`config.mk`:
```
export PLATFORM = sky130hd
export DESIGN_NAME = cart_sdram_bridge
export DESIGN_NICKNAME = d
export VERILOG_FILES = /design/src/rtl/cart_bridge_pkg.sv /design/src/rtl/cart_sync.sv /design/src/rtl/sdram_rd_seq.sv /design/src/rtl/cart_sdram_bridge.sv
export SDC_FILE = /design/constraint.sdc
export NUM_CORES = 1
export LEC_CHECK = 0
export CORE_ASPECT_RATIO = 0.75
export CORE_MARGIN = 1
export CORE_UTILIZATION = 50
export DETAILED_ROUTE_END_ITERATION = 8
export HOLD_SLACK_MARGIN = 0.06
export PLACE_DENSITY = 0.81
export SYNTH_ARGS = -nofsm -noshare
export SYNTH_HDL_FRONTEND = slang
export SYNTH_HIERARCHICAL = 1
export SYNTH_SLANG_ARGS = --single-unit
```
`constraint.sdc`:
```
create_clock -name clk -period 7.4 [get_ports clk]
set_input_delay 0.74 -clock clk [delete_from_list [all_inputs] [get_ports clk]]
set_output_delay 0.74 -clock clk [all_outputs]
set_load 0.02 [all_outputs]
```
`src/rtl/cart_bridge_pkg.sv`:
```
package cart_bridge_pkg;

  localparam int CART_AW  = 22;
  localparam int DATA_W   = 16;
  localparam int SD_BA_W  = 2;
  localparam int SD_ROW_W = 13;
  localparam int SD_COL_W = 9;
  localparam int SD_A_W   = 13;
  localparam int WORD_AW  = CART_AW + 2;
  localparam int AP_BIT   = 10;

  typedef enum logic [1:0] {BR_IDLE, BR_WAIT, BR_HOLD} br_state_e;

  typedef enum logic [2:0] {
    SQ_PWR, SQ_REFA, SQ_REFB, SQ_MRS, SQ_IDLE, SQ_READ, SQ_LAT
  } sq_state_e;

  typedef struct packed {
    logic cs_n;
    logic ras_n;
    logic cas_n;
    logic we_n;
  } sd_cmd_t;

  localparam sd_cmd_t CMD_NOP = 4'b0111;
  localparam sd_cmd_t CMD_ACT = 4'b0011;
  localparam sd_cmd_t CMD_RD  = 4'b0101;
  localparam sd_cmd_t CMD_PRE = 4'b0010;
  localparam sd_cmd_t CMD_REF = 4'b0001;
  localparam sd_cmd_t CMD_MRS = 4'b0000;

  function automatic int imax(input int a, input int b);
    return (a > b) ? a : b;
  endfunction

endpackage

```
`src/rtl/cart_sync.sv`:
```
module cart_sync #(
  parameter int             W       = 1,
  parameter logic [W-1:0]   RST_VAL = '0
) (
  input  logic         clk,
  input  logic         rst_n,
  input  logic [W-1:0] d_i,
  output logic [W-1:0] q_o
);

  logic [W-1:0] meta_q;
  logic [W-1:0] sync_q;

  for (genvar b = 0; b < W; b++) begin : g_bit
    always_ff @(posedge clk or negedge rst_n) begin
      if (!rst_n) begin
        meta_q[b] <= RST_VAL[b];
        sync_q[b] <= RST_VAL[b];
      end else begin
        meta_q[b] <= d_i[b];
        sync_q[b] <= meta_q[b];
      end
    end
  end

  assign q_o = sync_q;

endmodule

```
`src/rtl/sdram_rd_seq.sv`:
```
module sdram_rd_seq
  import cart_bridge_pkg::*;
#(
  parameter int CAS_LAT   = 2,
  parameter int T_RP      = 2,
  parameter int T_RCD     = 2,
  parameter int T_RFC     = 7,
  parameter int T_MRD     = 2,
  parameter int PWR_TICKS = 10000,
  parameter int REF_TICKS = 390
) (
  input  logic               clk,
  input  logic               rst_n,
  input  logic               req_i,
  input  logic [WORD_AW-1:0] addr_i,
  output logic               ready_o,
  output logic               done_o,
  output logic [DATA_W-1:0]  rdata_o,
  output logic               sd_clk_o,
  output logic               cke_o,
  output sd_cmd_t            cmd_o,
  output logic [SD_BA_W-1:0] ba_o,
  output logic [SD_A_W-1:0]  a_o,
  input  logic [DATA_W-1:0]  dq_i
);

  localparam int WMAX   = imax(imax(PWR_TICKS, T_RFC), imax(imax(T_RP, T_RCD), imax(T_MRD, CAS_LAT)));
  localparam int WAIT_W = $clog2(WMAX + 1);
  localparam int REF_W  = $clog2(REF_TICKS + 1);

  sq_state_e           st_q, st_d;
  logic [WAIT_W-1:0]   wait_q, wait_d;
  logic [REF_W-1:0]    rcnt_q, rcnt_d;
  logic                due_q, due_d;
  logic                init_q, init_d;
  logic                ph_q;
  logic                cke_q;
  logic                done_q, done_d;
  sd_cmd_t             cmd_q, cmd_d;
  logic [SD_BA_W-1:0]  ba_q, ba_d;
  logic [SD_A_W-1:0]   a_q, a_d;
  logic [DATA_W-1:0]   rdata_q, rdata_d;
  logic                tick;

  logic [SD_COL_W-1:0] col_w;
  logic [SD_ROW_W-1:0] row_w;
  logic [SD_BA_W-1:0]  bank_w;

  assign col_w  = addr_i[SD_COL_W-1:0];
  assign row_w  = addr_i[SD_COL_W +: SD_ROW_W];
  assign bank_w = addr_i[WORD_AW-1 -: SD_BA_W];
  assign tick   = ph_q;

  always_comb begin
    st_d    = st_q;
    wait_d  = wait_q;
    rcnt_d  = rcnt_q;
    due_d   = due_q;
    init_d  = init_q;
    cmd_d   = tick ? CMD_NOP : cmd_q;
    ba_d    = ba_q;
    a_d     = a_q;
    rdata_d = rdata_q;
    done_d  = 1'b0;
    if (tick) begin
      if (wait_q != '0) begin
        wait_d = wait_q - 1'b1;
      end else begin
        unique case (st_q)
          SQ_PWR: begin
            cmd_d          = CMD_PRE;
            a_d            = '0;
            a_d[AP_BIT]    = 1'b1;
            wait_d         = WAIT_W'(T_RP - 1);
            st_d           = SQ_REFA;
          end
          SQ_REFA: begin
            cmd_d  = CMD_REF;
            wait_d = WAIT_W'(T_RFC - 1);
            st_d   = SQ_REFB;
          end
          SQ_REFB: begin
            cmd_d  = CMD_REF;
            wait_d = WAIT_W'(T_RFC - 1);
            st_d   = SQ_MRS;
          end
          SQ_MRS: begin
            cmd_d      = CMD_MRS;
            ba_d       = '0;
            a_d        = '0;
            a_d[6:4]   = 3'(CAS_LAT);
            a_d[9]     = 1'b1;
            wait_d     = WAIT_W'(T_MRD - 1);
            init_d     = 1'b1;
            st_d       = SQ_IDLE;
          end
          SQ_IDLE: begin
            if (due_q) begin
              cmd_d  = CMD_REF;
              wait_d = WAIT_W'(T_RFC - 1);
              due_d  = 1'b0;
            end else if (req_i) begin
              cmd_d  = CMD_ACT;
              ba_d   = bank_w;
              a_d    = SD_A_W'(row_w);
              wait_d = WAIT_W'(T_RCD - 1);
              st_d   = SQ_READ;
            end
          end
          SQ_READ: begin
            cmd_d                 = CMD_RD;
            a_d                   = '0;
            a_d[SD_COL_W-1:0]     = col_w;
            a_d[AP_BIT]           = 1'b1;
            wait_d                = WAIT_W'(CAS_LAT);
            st_d                  = SQ_LAT;
          end
          SQ_LAT: begin
            rdata_d = dq_i;
            done_d  = 1'b1;
            wait_d  = WAIT_W'(T_RP - 1);
            st_d    = SQ_IDLE;
          end
          default: st_d = SQ_PWR;
        endcase
      end
      if (init_q) begin
        if (rcnt_q == REF_W'(REF_TICKS - 1)) begin
          rcnt_d = '0;
          due_d  = 1'b1;
        end else begin
          rcnt_d = rcnt_q + 1'b1;
        end
      end
    end
  end

  always_ff @(posedge clk or negedge rst_n) begin
    if (!rst_n) begin
      st_q    <= SQ_PWR;
      wait_q  <= WAIT_W'(PWR_TICKS);
      rcnt_q  <= '0;
      due_q   <= 1'b0;
      init_q  <= 1'b0;
      ph_q    <= 1'b0;
      cke_q   <= 1'b0;
      done_q  <= 1'b0;
      cmd_q   <= CMD_NOP;
      ba_q    <= '0;
      a_q     <= '0;
      rdata_q <= '0;
    end else begin
      st_q    <= st_d;
      wait_q  <= wait_d;
      rcnt_q  <= rcnt_d;
      due_q   <= due_d;
      init_q  <= init_d;
      ph_q    <= ~ph_q;
      cke_q   <= 1'b1;
      done_q  <= done_d;
      cmd_q   <= cmd_d;
      ba_q    <= ba_d;
      a_q     <= a_d;
      rdata_q <= rdata_d;
    end
  end

  assign ready_o  = init_q;
  assign done_o   = done_q;
  assign rdata_o  = rdata_q;
  assign sd_clk_o = ph_q;
  assign cke_o    = cke_q;
  assign cmd_o    = cmd_q;
  assign ba_o     = ba_q;
  assign a_o      = a_q;


  cmd_phase_chk: assert property (@(posedge clk) disable iff (!rst_n)
    !ph_q |=> $stable({cmd_q, ba_q, a_q}));


  done_after_init_chk: assert property (@(posedge clk) disable iff (!rst_n)
    done_q |-> init_q);

endmodule

```
`src/rtl/cart_sdram_bridge.sv`:
```
module cart_sdram_bridge
  import cart_bridge_pkg::*;
#(
  parameter int CAS_LAT   = 2,
  parameter int T_RP      = 2,
  parameter int T_RCD     = 2,
  parameter int T_RFC     = 7,
  parameter int T_MRD     = 2,
  parameter int PWR_TICKS = 10000,
  parameter int REF_TICKS = 390
) (
  input  logic                clk,
  input  logic                rst_n,
  input  logic                cart_present_i,
  input  logic                cart_ce_n_i,
  input  logic                cart_rd_n_i,
  input  logic [CART_AW-1:0]  cart_addr_i,
  input  logic [CART_AW-1:0]  size_mask_i,
  output logic [DATA_W-1:0]   cart_data_o,
  output logic                xcvr_oe_n_o,
  output logic                sdram_clk_o,
  output logic                sdram_cke_o,
  output logic                sdram_cs_n_o,
  output logic                sdram_ras_n_o,
  output logic                sdram_cas_n_o,
  output logic                sdram_we_n_o,
  output logic [SD_BA_W-1:0]  sdram_ba_o,
  output logic [SD_A_W-1:0]   sdram_addr_o,
  input  logic [DATA_W-1:0]   sdram_dq_i
);

  logic               rst_n_int;
  logic [2:0]         ctl_s;
  logic               pres_s, ce_n_s, rd_n_s;
  logic [CART_AW-1:0] addr_s;
  logic               qual;

  br_state_e          st_q, st_d;
  logic [CART_AW-1:0] addr_q, addr_d;
  logic [DATA_W-1:0]  data_q, data_d;

  logic               seq_ready, seq_done;
  logic [DATA_W-1:0]  seq_rdata;
  sd_cmd_t            seq_cmd;

  cart_sync #(.W(1), .RST_VAL(1'b0)) u_rst_sync (
    .clk(clk), .rst_n(rst_n), .d_i(1'b1), .q_o(rst_n_int)
  );

  cart_sync #(.W(3), .RST_VAL(3'b011)) u_ctl_sync (
    .clk(clk), .rst_n(rst_n_int),
    .d_i({cart_present_i, cart_ce_n_i, cart_rd_n_i}), .q_o(ctl_s)
  );

  cart_sync #(.W(CART_AW), .RST_VAL('0)) u_addr_sync (
    .clk(clk), .rst_n(rst_n_int), .d_i(cart_addr_i), .q_o(addr_s)
  );

  assign pres_s = ctl_s[2];
  assign ce_n_s = ctl_s[1];
  assign rd_n_s = ctl_s[0];
  assign qual   = pres_s & ~ce_n_s & ~rd_n_s;

  always_comb begin
    st_d   = st_q;
    addr_d = addr_q;
    data_d = data_q;
    unique case (st_q)
      BR_IDLE: if (qual && seq_ready) begin
        addr_d = addr_s & size_mask_i;
        st_d   = BR_WAIT;
      end
      BR_WAIT: if (seq_done) begin
        data_d = seq_rdata;
        st_d   = BR_HOLD;
      end
      BR_HOLD: if (rd_n_s || !pres_s) st_d = BR_IDLE;
      default: st_d = BR_IDLE;
    endcase
  end

  always_ff @(posedge clk or negedge rst_n_int) begin
    if (!rst_n_int) begin
      st_q   <= BR_IDLE;
      addr_q <= '0;
      data_q <= '0;
    end else begin
      st_q   <= st_d;
      addr_q <= addr_d;
      data_q <= data_d;
    end
  end

  sdram_rd_seq #(
    .CAS_LAT(CAS_LAT), .T_RP(T_RP), .T_RCD(T_RCD), .T_RFC(T_RFC),
    .T_MRD(T_MRD), .PWR_TICKS(PWR_TICKS), .REF_TICKS(REF_TICKS)
  ) u_seq (
    .clk      (clk),
    .rst_n    (rst_n_int),
    .req_i    (st_q == BR_WAIT),
    .addr_i   ({2'b00, addr_q}),
    .ready_o  (seq_ready),
    .done_o   (seq_done),
    .rdata_o  (seq_rdata),
    .sd_clk_o (sdram_clk_o),
    .cke_o    (sdram_cke_o),
    .cmd_o    (seq_cmd),
    .ba_o     (sdram_ba_o),
    .a_o      (sdram_addr_o),
    .dq_i     (sdram_dq_i)
  );

  assign sdram_cs_n_o  = seq_cmd.cs_n;
  assign sdram_ras_n_o = seq_cmd.ras_n;
  assign sdram_cas_n_o = seq_cmd.cas_n;
  assign sdram_we_n_o  = seq_cmd.we_n;

  assign cart_data_o = data_q;
  assign xcvr_oe_n_o = ~((st_q == BR_HOLD) & qual);


  accept_qual_chk: assert property (@(posedge clk) disable iff (!rst_n_int)
    (st_q == BR_WAIT && $past(st_q == BR_IDLE)) |-> $past(qual && seq_ready));


  data_hold_chk: assert property (@(posedge clk) disable iff (!rst_n_int)
    (st_q == BR_HOLD && $past(st_q == BR_HOLD)) |-> $stable(data_q));


  hold_exit_chk: assert property (@(posedge clk) disable iff (!rst_n_int)
    (st_q == BR_HOLD && (rd_n_s || !pres_s)) |=> (st_q == BR_IDLE));

endmodule

```
; Yosys cells after proc, flatten, opt, wreduce, memory -nomap -nowiden
; Cells that the tools add are included.
[totals]
regBits = 158
in_bits = 65
output_inout_bits = 38
elab_cells = 149
[classes]
addsub = 2
n_eq_ne = 15
muxes = 31
bitwise_logic = 9
n_reduce_logical = 22
[ops]
columns = op, count
row1 = 14-bit one-hot mux with 4 select lines, 1
row2 = 13-bit one-hot mux with 4 select lines, 1
row3 = 14-bit two-way mux, 3
row4 = 13-bit two-way mux, 2
row5 = 22-bit bitwise AND, 1
row6 = 4-bit two-way mux, 5
row7 = 4-bit one-hot mux with 5 select lines, 1
row8 = 3-bit one-hot mux with 6 select lines, 1
row9 = 14-bit nonzero test, 1
row10 = 14-bit by 1-bit subtractor with 14-bit output (second input constant), 1
row11 = 3-bit AND reduction, 4
row12 = 2-bit two-way mux, 5
row13 = 5-bit AND reduction, 2
row14 = 9-bit by 1-bit adder with 9-bit output (second input constant), 1
row15 = 3-bit equality test (second input constant), 3
row16 = 9-bit equality test (second input constant), 1
row17 = 9-bit two-way mux, 1
row18 = 2-bit inequality test (second input constant), 4
row19 = 1-bit two-way mux, 7
row20 = 3-bit by 2-bit equality test with 1-bit output (second input constant), 2
row21 = 3-bit two-way mux, 2
row22 = 2-bit one-hot mux with 3 select lines, 1
row23 = 2-bit AND reduction, 3
row24 = 1-bit inverter, 5
row25 = other kinds (18), 21

; Longest topological paths before layout
[logic_depth]
word_depth = 6
depth_mapped = 10
depth_no_buf = 7

; Modules after synthesis
; The synthesis kept the hierarchy.
[by_module_without_submodules]
columns = module, n_inst, cells_each, area_per_inst_um2, seq_area_each_um2
row1 = sdram_rd_seq, 1, 334, 3169.3, 1661.6
row2 = cart_sdram_bridge, 1, 136, 1687.9, 1001.0
row3 = cart_sync at u_addr_sync, 1, 44, 1101.1, 1101.1
row4 = cart_sync at u_ctl_sync, 1, 6, 155.1, 155.1
row5 = cart_sync at u_rst_sync, 1, 2, 50.0, 50.0

; Worst setup path before layout
; No wires, ideal clock.
[synth_timing]
path_kind = register to register
from = register u_seq.wait_q[0]
to = register u_seq.wait_q[3]
setup_time_ns = 0.125
arrival_time_ns = 1.903
required_ns = 7.275
slack_ns = 5.372
stages_incl_launch_ff = 8
n_path_buf = 0
synth_period_minus_slack_ns = 2.028
path_cell_list = dfrtp_1 > inv_1 > ha_1 > nor4b_2 > nand4_1 > o21ai_2 > or4_1 > mux2_2
[synth_between]
elab_chain_len = 3
elab_cells_between_ends = 6
classes_between = add/sub: 1 / eq/ne: 1 / mux: 1 / reduce/logical: 3
[synth_rtl]
columns = element, line
row1 = start: declaration, sdram_rd_seq.sv:32  ; logic [WAIT_W-1:0] wait_q, wait_d;
row2 = start signal: assignment, sdram_rd_seq.sv:141  ; wait_q <= WAIT_W'(PWR_TICKS);
row3 = start signal: assignment, sdram_rd_seq.sv:154  ; wait_q <= wait_d;
row4 = branches (longest 3 deep; another with 14-bit by 1-bit subtractor with 14-bit output), -
; Several ways; the timed one is not identified.
; A chain may end at the register's enable or synchronous reset.

; Worst setup path after layout
[layout_timing]
from = register u_seq.wait_q[0]
to = register u_seq.wait_q[6]
; Same word-level chain as after synthesis.

==> qor.yml <==
run_status:
  status: "finished, final reports clean"
yosys:
  synth_flop_cell: "dfrtp_1"
  synth-seq-area-share: 0.644
  yosysWarnings: 6
  yosys-top-cells-area: "dfrtp_1 59%, nand2_1 6.6%, dfstp_2 5.1%"
  synth_adder_area_share: 0.00812
  synth_top_family_by_area: "simple AND/OR/NAND/NOR gates"
  syn_avg_cell_area_um2: 11.8
  synth_compound_area_frac: 0.0725
  synthesis.instances: 522
  synth_area_um2: 6160
  synth_top_cell_by_area: "dfrtp_1"
  yosys.area_share.xor_xnor: 0.0114
  synthSimpleGateAreaFrac: 0.149
  ys_ff_latch: 158
  yosys.area.top_type_share: 0.593
  yosysUniqueCellTypes: 56
  synth_edf_count: 0
  async_flop_share: 1.00
  synthMuxAreaShare: 0.0778
floorplanning:
  initial_core_util: 0.523
  rows: 34
  coreArea_um2: 11800
  die_h_um: 98.2
  dieArea_um2: 12800
  die_w_um: 130
  num_io_pins: 103
placed_design:
  dpl.hpwl_um: 8600
  port_buffers: 102
  place.gp.congestion: 0.852
timing:
  whs_ns: 0.308
  hold_violations: 0
  setup_tns_ns: 0
  fin_skew_ns: 0.0148
  tightest_slew_ns: 1.16
  min_period_ns: 2.68
  setup_violations: 0
  relSlewSlack: 0.223
  max_freq_mhz: 373
  rsz0062_at_grt: "false"
  slew_viol_final: 0
  period_share: 0.362
cells_and_area:
  area_delta_synth_final_pct: 28.0
  drive_gt1_frac: 0.131
  n_antenna_cell: 0
  nNetsFinal: 698
clocking:
  cts_hold_buf: 0
  clock_sinks: 158
  cts_max_level: 4
  root_buffer: "clkbuf_16"
  postCtsSetupRepairBufs: 0
  cts_made_buffers: 17
  cts.clk_slew.worst_paths_ns: 0.06
  clk_latency_ns: 0.42
  clockBufferDepth: 2
  cts_tree: "built"
  ctsResizeCount: 0
power_and_ir_drop:
  ir_worst_vdd_mv: 0.201
  power_density_nw_per_um2: 257
  fin_total_pwr_mw: 2.03
  leakagePower_nw: 3.54
critical_path:
  critPathRequiredTime_ns: 7.68
  critPathMaxStageDelay_ns: 0.95
  crit_arrival_ns: 2.96
  cp-start-kind: "flop"
  cp_max_fo: 11
  worstSetupEndpointType: "flop"
  worst-path-buf-inv: 1
  cpLargestDelayFamily: "simple AND/OR/NAND/NOR gates"
  crit_type: "reg -> reg"
  cp_slowest_cell: "nor3_1"
  cp_cell_sequence: "inv_1 > ha_1 > nor4b_2 > nand2_1 > nor3_1 > nor2_1 > mux2_2"
detailed_routing:
  remaining_drc_errors: 0
  routedWlPerCell_um: 15.4
  drt-total-wl_um: 12400
  viasPerCell: 5.17
  drtPass1Iterations: 5
  drtIter0Drc: 271
  num_vias: 4159
  ant_nets: 0
hold_path:
  min_path_type: "reg -> async"
global_routing:
  grt_start_max_net_pins: 59
  antenna_found_initial: 0
  track_usage: 0.220
  grt_pass1_wl_um: 21200
  gr-total-overflow: 0
  grt_pass1_vias: 4363
run:
  drv_cap: 0
==> report_power, final <==
part           switching (mW)  internal [mW]
clock                   0.352          0.489
sequential             0.0590          0.933
combinational           0.100         0.0976
==> final timing paths <==
kind,start,cells after the start,slack (ns),to
max reg2reg,u_seq/wait_q[0],7,4.72,u_seq/wait_q[6]
min in group clk,u_addr_sync/meta_q[0],0,0.35,u_addr_sync/q_o[0]
min,u_rst_sync/q_o,0,0.31,u_addr_sync/q_o[18]
min reg2reg,u_rst_sync/q_o,0,0.31,u_addr_sync/q_o[18]
max in group asynchronous,u_rst_sync/q_o,2,5.29,u_seq/st_q[2]
max,u_seq/wait_q[0],7,4.72,u_seq/wait_q[6]
==> kinds of logic (layout without fill, tap and decap cells) <==
logic type	after synthesis	in the layout
AOI/OAI and AO/OA	68	68
xor gates and xnor gates	8	8
adders and majority gates	4	4
buffers and inverters	48	167
DFF	158	158
muxes	45	45
other	3	4
and+or+nand+nor	188	188
==> worst reg2reg max path, stage by stage (launching register included) <==
cell	delay (ns)
dfrtp_1	0.43
inv_1	0.12
ha_1	0.17
nor4b_2	0.32
nand2_1	0.17
nor3_1	0.95
nor2_1	0.06
mux2_2	0.32
==> registers in the layout (all words and copies together), names as in the netlist, 2 cells and up, named ones only <==
signal and count:
u_ctl_sync/q_o 3, u_addr_sync/meta_q 22, u_seq/a_o 13, addr_q 22, u_seq/st_q 3, u_seq/rcnt_q 9, st_q 2, cart_data_o 16
u_seq/wait_q 14, u_addr_sync/q_o 22, u_ctl_sync/meta_q 3, u_seq/ba_o 2, u_seq/rdata_o 16
==> metal layers <==
metal | global-route usage | vias up | share of wire
met5 | 0 | - | 0
met4 | 0.0769 | 0 | 0.021
met3 | 0.0663 | 28 | 0.052
met2 | 0.358 | 132 | 0.50
met1 | 0.280 | 2034 | 0.43
li1 | - | 1965 | -
==> cells in the mapped netlist (all sizes together) (3+ instances only) <==
| library cell | instances |
|---|---|
| nand2 | 110 |
| mux2 | 23 |
| dfrtp | 146 |
| inv | 30 |
| nor4 | 5 |
| xor2 | 4 |
| a21oi | 8 |
| o21ai | 27 |
| a31oi | 4 |
| clkbuf | 10 |
| a22oi | 9 |
| nor2b | 4 |
| nand4 | 5 |
| buf | 8 |
| a21o | 4 |
| mux2i | 22 |
| nand2b | 6 |
| and3 | 5 |
| xnor2 | 4 |
| o21a | 3 |
| nor3 | 7 |
| ha | 4 |
| nor2 | 24 |
| conb | 3 |
| or4 | 6 |
| dfstp | 12 |
| and2 | 4 |
==> final cells by class <==
type	count	area (µm²)
sequential	158	3970
fill	844	3890
multi-input combinational	317	1980
timing repair buffer	105	1040
clock buffer	20	457
tap	162	203
clock inverter	12	124
inverter	30	113
==> stage by stage <==
stage	setup slack (ns)	utilization	area [µm²]	std cells
floorplan	2.69	-	6170	523
global placement	5.01	0.620	7310	772
detailed placement	4.80	0.620	7310	772
CTS	4.71	0.670	7890	804
global route	4.45	0.670	7890	804
finish	4.72	0.670	7890	804
==> placed cells by master, fill, tap and decap left out, drive strengths merged, types with 8 or more instances in the layout <==
cell           netlist  final
nor2                24     24
inv                 30     35
dfstp               12     12
a22oi                9      9
a21oi                8      8
mux2i               22     22
mux2                23     23
nand2              110    110
o21ai               27     27
clkbuf              10     20
clkdlybuf4s50        0    102
dfrtp              146    146
Power figures use the tool's default switching activity.
